`config.mk`:
```
export PLATFORM = sky130hd
export DESIGN_NAME = tach_width_meter
export DESIGN_NICKNAME = d
export VERILOG_FILES = /design/src/rtl/tach_meter_pkg.sv /design/src/rtl/tach_sync.sv /design/src/rtl/tach_tick_gen.sv /design/src/rtl/tach_width_core.sv /design/src/rtl/tach_width_meter.sv
export SDC_FILE = /design/constraint.sdc
export NUM_CORES = 1
export LEC_CHECK = 0
export ABC_AREA = 1
export BUFFER_PORTS_ARGS = -buffer_cell sky130_fd_sc_hd__buf_2
export CORE_MARGIN = 2
export CORE_UTILIZATION = 30
export CTS_BUF_LIST = sky130_fd_sc_hd__clkbuf_16
export CTS_CLUSTER_SIZE = 40
export DETAILED_ROUTE_END_ITERATION = 8
export SKIP_CTS_REPAIR_TIMING = 1
export SLEW_MARGIN = 20
export SYNTH_ARGS = -nofsm -noshare
export SYNTH_HDL_FRONTEND = slang
export SYNTH_SLANG_ARGS = --single-unit
```
`constraint.sdc`:
```
create_clock -name clk_i -period 2.04 [get_ports clk_i]
set_input_delay 0 -clock clk_i [delete_from_list [all_inputs] [get_ports clk_i]]
set_output_delay 0 -clock clk_i [all_outputs]
set_load 0.005 [all_outputs]
```
`src/rtl/tach_meter_pkg.sv`:
```
`timescale 1ns/1ps
package tach_meter_pkg;
  localparam int unsigned CODE_W   = 8;
  typedef logic [CODE_W-1:0] code_t;
  localparam code_t       CODE_FAULT = 8'hFF;
  localparam code_t       CODE_SLOW  = 8'hFE;
  localparam int unsigned MULT_MAX   = 64;
  localparam int unsigned MULT_DEF   = 4;
endpackage

```
`src/rtl/tach_sync.sv`:
```
`timescale 1ns/1ps
module tach_sync #(
  parameter int unsigned STAGES = 2
) (
  input  logic clk_i,
  input  logic rst_ni,
  input  logic d_i,
  output logic q_o
);
  logic [STAGES-1:0] sh_q;

  always_ff @(posedge clk_i or negedge rst_ni) begin
    if (!rst_ni) sh_q <= '0;
    else         sh_q <= {sh_q[STAGES-2:0], d_i};
  end

  assign q_o = sh_q[STAGES-1];
endmodule

```
`src/rtl/tach_tick_gen.sv`:
```
`timescale 1ns/1ps
module tach_tick_gen
  import tach_meter_pkg::*;
#(
  parameter int unsigned BASE_CYCLES = 283,
  parameter int unsigned MULT_W      = 7
) (
  input  logic              clk_i,
  input  logic              rst_ni,
  input  logic [MULT_W-1:0] mult_i,
  output logic              tick_o
);
  localparam int unsigned PER_MAX = BASE_CYCLES * MULT_MAX;
  localparam int unsigned PER_W   = $clog2(PER_MAX + 1);

  logic [MULT_W-1:0] eff_mult;
  logic [PER_W-1:0]  period;
  logic [PER_W-1:0]  cnt_q;

  // out-of-range multiplier falls back to the default
  always_comb begin
    if (mult_i == '0 || mult_i > MULT_W'(MULT_MAX)) eff_mult = MULT_W'(MULT_DEF);
    else                                             eff_mult = mult_i;
  end

  assign period = PER_W'(eff_mult) * PER_W'(BASE_CYCLES);
  assign tick_o = (cnt_q >= period - PER_W'(1));

  always_ff @(posedge clk_i or negedge rst_ni) begin
    if (!rst_ni)     cnt_q <= '0;
    else if (tick_o) cnt_q <= '0;
    else             cnt_q <= cnt_q + PER_W'(1);
  end

  // with a stable multiplier, ticks are spaced by the period
  assert_tick_gap_R2: assert property (@(posedge clk_i) disable iff (!rst_ni)
    ($past(tick_o) && $stable(mult_i) && period > PER_W'(1)) |-> !tick_o);
endmodule

```
`src/rtl/tach_width_core.sv`:
```
`timescale 1ns/1ps
module tach_width_core
  import tach_meter_pkg::*;
#(
  parameter int unsigned CNT_W      = 10,
  parameter int unsigned IDLE_TICKS = 256
) (
  input  logic        clk_i,
  input  logic        rst_ni,
  input  logic        tick_i,
  input  logic        lvl_i,
  input  logic [7:0]  min_i,
  output code_t       code_o,
  output logic        fault_o
);
  localparam int unsigned IDLE_W = $clog2(IDLE_TICKS);

  logic              lvl_q;
  logic [CNT_W-1:0]  n_q;
  logic [IDLE_W-1:0] idle_q;
  code_t             meas_q;
  logic              fault_q;
  logic              rise, fall, edge_s;
  logic [CNT_W-1:0]  k_ext, diff;
  code_t             clamped;

  assign rise   = tick_i &  lvl_i & ~lvl_q;
  assign fall   = tick_i & ~lvl_i &  lvl_q;
  assign edge_s = rise | fall;

  assign k_ext = {{(CNT_W-8){1'b0}}, min_i};
  assign diff  = n_q - k_ext;

  always_comb begin
    if (n_q < k_ext)                    clamped = '0;
    else if (diff >= CNT_W'(CODE_SLOW)) clamped = CODE_SLOW;
    else                                clamped = diff[7:0];
  end

  always_ff @(posedge clk_i or negedge rst_ni) begin
    if (!rst_ni) begin
      lvl_q   <= 1'b0;
      n_q     <= '0;
      idle_q  <= '0;
      meas_q  <= '0;
      fault_q <= 1'b0;
    end else if (tick_i) begin
      lvl_q <= lvl_i;
      if (rise)                                n_q <= CNT_W'(1);
      else if (lvl_i && lvl_q && (n_q != '1))  n_q <= n_q + CNT_W'(1);
      if (fall) begin
        meas_q  <= clamped;
        fault_q <= 1'b0;
      end
      if (edge_s)                                  idle_q  <= '0;
      else if (idle_q == IDLE_W'(IDLE_TICKS - 1))  fault_q <= 1'b1;
      else                                         idle_q  <= idle_q + IDLE_W'(1);
    end
  end

  assign code_o  = fault_q ? CODE_FAULT : meas_q;
  assign fault_o = fault_q;

  assert_code_sat_R5: assert property (@(posedge clk_i) disable iff (!rst_ni)
    meas_q <= CODE_SLOW);
  assert_update_on_fall_R9: assert property (@(posedge clk_i) disable iff (!rst_ni)
    !$stable(meas_q) |-> $past(fall));
  assert_fault_set_R7: assert property (@(posedge clk_i) disable iff (!rst_ni)
    $rose(fault_q) |-> $past(tick_i && !edge_s));
  assert_fault_clr_R8: assert property (@(posedge clk_i) disable iff (!rst_ni)
    $fell(fault_q) |-> $past(fall));
endmodule

```
`src/rtl/tach_width_meter.sv`:
```
`timescale 1ns/1ps
module tach_width_meter
  import tach_meter_pkg::*;
#(
  parameter int unsigned BASE_CYCLES = 283,
  parameter int unsigned MULT_W      = 7,
  parameter int unsigned SYNC_STAGES = 2,
  parameter int unsigned CNT_W       = 10,
  parameter int unsigned IDLE_TICKS  = 256
) (
  input  logic              clk_i,
  input  logic              rst_ni,
  input  logic              tach_i,
  input  logic [MULT_W-1:0] div_mult_i,
  input  logic [7:0]        min_samples_i,
  output logic [7:0]        code_o,
  output logic              fault_o
);
  logic tach_s;
  logic tick;

  tach_sync #(.STAGES(SYNC_STAGES)) u_sync (
    .clk_i(clk_i), .rst_ni(rst_ni), .d_i(tach_i), .q_o(tach_s)
  );

  tach_tick_gen #(.BASE_CYCLES(BASE_CYCLES), .MULT_W(MULT_W)) u_tick (
    .clk_i(clk_i), .rst_ni(rst_ni), .mult_i(div_mult_i), .tick_o(tick)
  );

  tach_width_core #(.CNT_W(CNT_W), .IDLE_TICKS(IDLE_TICKS)) u_core (
    .clk_i(clk_i), .rst_ni(rst_ni), .tick_i(tick), .lvl_i(tach_s),
    .min_i(min_samples_i), .code_o(code_o), .fault_o(fault_o)
  );
endmodule

```
# == Word-level counts from Yosys, hierarchy flattened ==
# Index checks and enable logic that the tools add are counted.
# Widths: inputs -> output; s select.
# word_totals
regBits,45
out_inout_bits,9
in_bits,18
word_cells,47
# classes
n_lt_le_gt_ge,4
n_mul,1
addsub,5
n_eq_ne,3
reduce_logical,8
bitwise_logic,7
mux,12
# op_table
cell,count
$mux 8,5
$mux 10,2
$add 15x1->15 const B,1
$ge 15x15->1,1
$mul 7x9->15 const B,1
$mux 15,1
$sub 15x1->15 const B,1
$add 10x1->10 const B,1
$ge 10x8->1 const B,1
$lt 10x8->1,1
$ne 10x10->1 const B,1
$sub 10x8->10,1
$add 8x1->8 const B,1
$eq 8x8->1 const B,1
$gt 7x7->1 const B,1
$logic_not 7->1,1
$mux 7,1
$reduce_and 2->1,3
$and 1x1->1,4
$mux 1,3
$logic_and 1x1->1,2
$ne 2x1->1 const B,1
$not 1->1,2
$reduce_bool 2->1,1
2 further kinds,2

# == Longest topological paths before layout ==
# logic_depth
word_depth,11
ltp_mapped,33
depth_no_buf,32

# == By module ==
# Synthesis repeated with hierarchy kept, for this count alone.
# hier_totals
hier_cells,681
hier_area_um2,4758.3
# modules_own_cells
module,seq_area_each_um2,area_each_um2,n_inst,cells_each
tach_tick_gen,375.4,2700.1,1,388
tach_width_core,700.7,2008.2,1,291
tach_sync,50.0,50.0,1,2

# == Worst setup path after synthesis ==
# OpenSTA, ideal clock, no wires.
# synth_timing
path_kind,input -> register
from,input port div_mult_i[5]
to,register u_core.idle_q[2]
setup_ns,0.065
path_stages,32
required_time_ns,1.975
setup_slack_ns,-2.853
path_buffers,1
arrival_ns,4.828
path_cell_list,nor2_1 nand3_1 xor2_1 nand2_1 inv_1 ha_1 xor2_1 xor2_1 fa_1 inv_1 fa_1 inv_1 ha_1 nand2_1 inv_1 a21oi_1 o21ai_0 a21oi_1 xor2_1 ha_1 nand2_1 nand2_1 nand3_1 nand2_1 nor2_2 nand3_4 buf_6 nand2_1 nand2_1 nand2_4 nand4_1 nand2_1
# synth_via
elab_chain_cells,11
word_cells_on_any_way,15
cone_classes,1 x add/sub; 1 x mul; 2 x order compare; 1 x eq/ne; 2 x mux; 5 x bitwise; 3 x reduce/logical
# synth_lines
item,line,source
from (decl),tach_width_meter.sv:14,"input logic [MULT_W-1:0] div_mult_i,"
$gt 7x7->1 / $logic_not 7->1 (equally long branches),tach_tick_gen.sv:22,if (mult_i == '0 || mult_i > MULT_W'(MULT_MAX)) eff_mult = MULT_W'(MULT_DEF);
$logic_or 1x1->1,tach_tick_gen.sv:22,
$mux 7 *,tach_tick_gen.sv:22,
$mul 7x9->15 *,tach_tick_gen.sv:26,assign period = PER_W'(eff_mult) * PER_W'(BASE_CYCLES);
$sub 15x1->15 *,tach_tick_gen.sv:27,assign tick_o = (cnt_q >= period - PER_W'(1));
$ge 15x15->1 *,tach_tick_gen.sv:27,
$and 1x1->1 (on tied branches) (2 in series),"tach_width_core.sv:27, tach_width_core.sv:28",
$or 1x1->1,tach_width_core.sv:29,assign edge_s = rise | fall;
$ne 2x1->1 (no source line),n/a,
$reduce_and 2->1 (no source line),n/a,
to (signal assigned),tach_width_core.sv:57,else idle_q <= idle_q + IDLE_W'(1);
to (decl),tach_width_core.sv:20,logic [IDLE_W-1:0] idle_q;
# Every way passes the cells marked *; elsewhere a longest branch is shown, timed or not.
# A chain may end at the register's enable or synchronous reset.

# == Worst setup path after layout ==
# layout_timing
from,input port div_mult_i[0]
to,register u_core.idle_q[6]
# Same word-level chain as after synthesis.

==> run_results.csv <==
group,metric,value,unit
clock_network,cts.sinks,45,
sta,hold_violations,0,
worst_setup_path,arrival,4.76,ns
clock_network,clockRootBuffer,"clkbuf_16",
route,drcViolationCount,0,
worst_setup_path,crit_top_cell,"nand2_1",
worst_hold_path,hold_path_class,"in2reg",
cells_and_area,fin_area,6290,sq um
synthesis,yosysWarnings,0,
placed_design,dpl.cell_count,902,
sta,period_share,222,%
route,dr.pass1.iters,4,
route,drtAntennaViolNets,0,
synthesis,yosysTopAreaCell,"dfrtp_1",
worst_setup_path,crit_type,"in2reg",
cells_and_area,mostFrequentLayoutCells,"nand2_1, inv_1, buf_4",
clock_network,clk_pin_slew,0.06,ns
synthesis,synthesis.nets,718,
route,vias,4175,
clock_network,cts_tree,"yes",
cells_and_area,antenna_cells,0,
placed_design,dpl_cell_area,5780,sq um
synthesis,synthesis.area,4670,sq um
outcome,violations,"negative setup slack",
route,wl_per_cell,11.1,microns
global_routing,overflow,0,
floorplanning,die_h,129,microns
placed_design,pre_cts_ws,-2.94,ns
synthesis,seq_area_frac_synth,24.1,%
pwr,peakVddDrop,0.525,mV
floorplanning,core.rowCount,45,
floorplanning,core_area,15200,sq um
global_routing,first_global_vias,3918,
cells_and_area,fin_util,41.4,%
pwr,p_int,3.52,mW
sta,tightest_slew,0.578,ns
synthesis,yosys.cell_types.count,36,
route,routed_wl,10200,microns
route,drtIter0Drc,128,
pwr,p_sw_share,42.2,%
sta,fmax,220,MHz
floorplanning,pin_count,27,
cells_and_area,nets,836,
clock_network,clock_latency,0.29,ns
global_routing,grt_max_degree,46,
pwr,power_frac_clock,15.1,%
synthesis,synth.area.top_cells,"dfrtp_1, ha_1, nand2_1, inv_1, fa_1",
floorplanning,die_area,16600,sq um
sta,finalSetupTns,-103.73,ns
outcome,status,"finished, violations left",
sta,hold_ws,0.0766,ns
worst_setup_path,cp-start-kind,"input pin",
sta,drv_slew,0,
pwr,p_leak,3.37,nW
pwr,power_switching,2.57,mW
worst_setup_path,end_kind,"flop",
cells_and_area,layout_commonest_cell,"nand2_1",
route,post_drt_via_cell_ratio,4.51,
worst_setup_path,reg2reg_slack,-0.07,ns
placed_design,gp_routability_congestion,0.828,
global_routing,grtUsageTotal,12.4,%
pwr,power_density,968,nW/um^2
cells_and_area,stdcell_count,926,
pwr,seq_power_share,21.8,%
cells_and_area,syn_to_final_growth,34.7,%
floorplanning,die_w,129,microns
clock_network,cts_buffers,5,
sta,finalWorstSetupSlack,-2.50,ns
synthesis,synth_cells,619,
worst_setup_path,cpPeakStageDelay,0.59,ns
global_routing,grt_pass1_wl,17200,microns
worst_setup_path,slowest_stage,"fa_1",
worst_setup_path,critPathMaxFanout,8,
worst_setup_path,cp.required,2.26,ns
global_routing,antenna_found_initial,0,
sta,period_minus_slack,4.54,ns
pwr,finalPower,6.09,mW
pwr,pwr-share-comb,63.1,%
clock_network,htreeDepth,2,
sta,rsz0062_at_grt,"true",
placed_design,numPortBuffers,26,
floorplanning,initial_utilization,30.7,%
sta,finClkSkew,0.00869,ns
synthesis,synth_seq_cells,45,
job,maxCapViolations,0,
placed_design,dp_hpwl,8080,microns
sta,max_slew_margin,61.5,%
synthesis,synth.avg_cell_area,7.54,sq um
sta,setup_viol,43,
cells_and_area,layout-drive-gt1-share,29.9,%
synthesis,synth_top_area_share,24.1,%
clock_network,cts_buffer_depth,2,
[registers in the layout, summed over array words and instances, names as in the netlist]
| register | flops |
|---|---|
| u_sync.sh_q | 2 |
| u_tick.cnt_q | 15 |
| u_core.n_q | 10 |
| u_core.idle_q | 8 |
| u_core.meas_q | 8 |
| u_core.fault_o | 1 |
| u_core.lvl_q | 1 |
[metal layers]
metal  track usage (%)  wire length, microns  up-vias
li1                  -                     -     2229
met1              16.5                  4870     1891
met2              21.5                  5030       40
met3              1.16                   194       15
met4              3.32                   163        0
met5                 0                     0        -
[critical path, delay by kind of cell]
| family | cells | cell delay, ns |
|---|---|---|
| AOI/OAI and AO/OA | 4 | 0.57 |
| xor gates and xnor gates | 3 | 0.51 |
| adders and majority gates | 6 | 1.88 |
| buffers and inverters | 5 | 0.60 |
| and+or+nand+nor | 13 | 1.22 |
[path summary, 6_finish.rpt]
path                                    end  depth (start not counted)              from
min                        u_core.meas_q[0]                          5  min_samples_i[0]
max                        u_core.idle_q[6]                         31     div_mult_i[0]
max reg2reg                u_core.meas_q[2]                         13     u_core.n_q[0]
min reg2reg                  u_sync.sh_q[1]                          0    u_sync.sh_q[0]
min in group asynchronous  u_core.idle_q[3]                          3            rst_ni
max in group asynchronous  u_core.meas_q[4]                          3            rst_ni
[synthesized netlist by cell type, drive strengths merged]
library cell and number:
ha 69, nor4 3, buf 5, a21o 2
o21ai 17, clkbuf 1, a21oi 29, nand3b 2
inv 105, nand3 46, dfrtp 45, xor2 19
o21a 1, nand4 20, or2 10, and2 1
xnor2 12, nand2 154, nor3 14, nor3b 7
fa 12, nor2 42, o21bai 3
[power groups by stage]
| stage | clock network (mW) | registers (mW) | logic [mW] |
|---|---|---|---|
| after floorplan | 0 | 1.32 | 2.51 |
| after global placement | 0 | 1.34 | 3.56 |
| after detailed placement | 0 | 1.34 | 3.57 |
| after CTS | 0.946 | 1.33 | 3.59 |
| after global routing | 0.984 | 1.36 | 4.41 |
| final | 0.919 | 1.33 | 3.84 |
[cells by family (layout without fill, tap and decap cells)]
family / after synthesis / in the layout / synth area share, %
xor+xnor: 31 / 31 / 5.81
buf+inv: 111 / 229 / 9.75
compound gates: 52 / 52 / 6.22
simple gates: 299 / 300 / 30.5
fa+ha+maj: 81 / 81 / 23.6
flops: 45 / 45 / 24.1
[cell type report]
| class | instances | area (sq um) |
|---|---|---|
| Clock buffer | 5 | 125 |
| Timing Repair Buffer | 116 | 893 |
| Tap cell | 188 | 235 |
| Clock inverter | 3 | 46.3 |
| Multi-Input combinational cell | 464 | 3470 |
| Fill cell | 1545 | 8910 |
| Sequential cell | 45 | 1130 |
| Inverter | 105 | 397 |
Power figures use the tool's default switching activity.
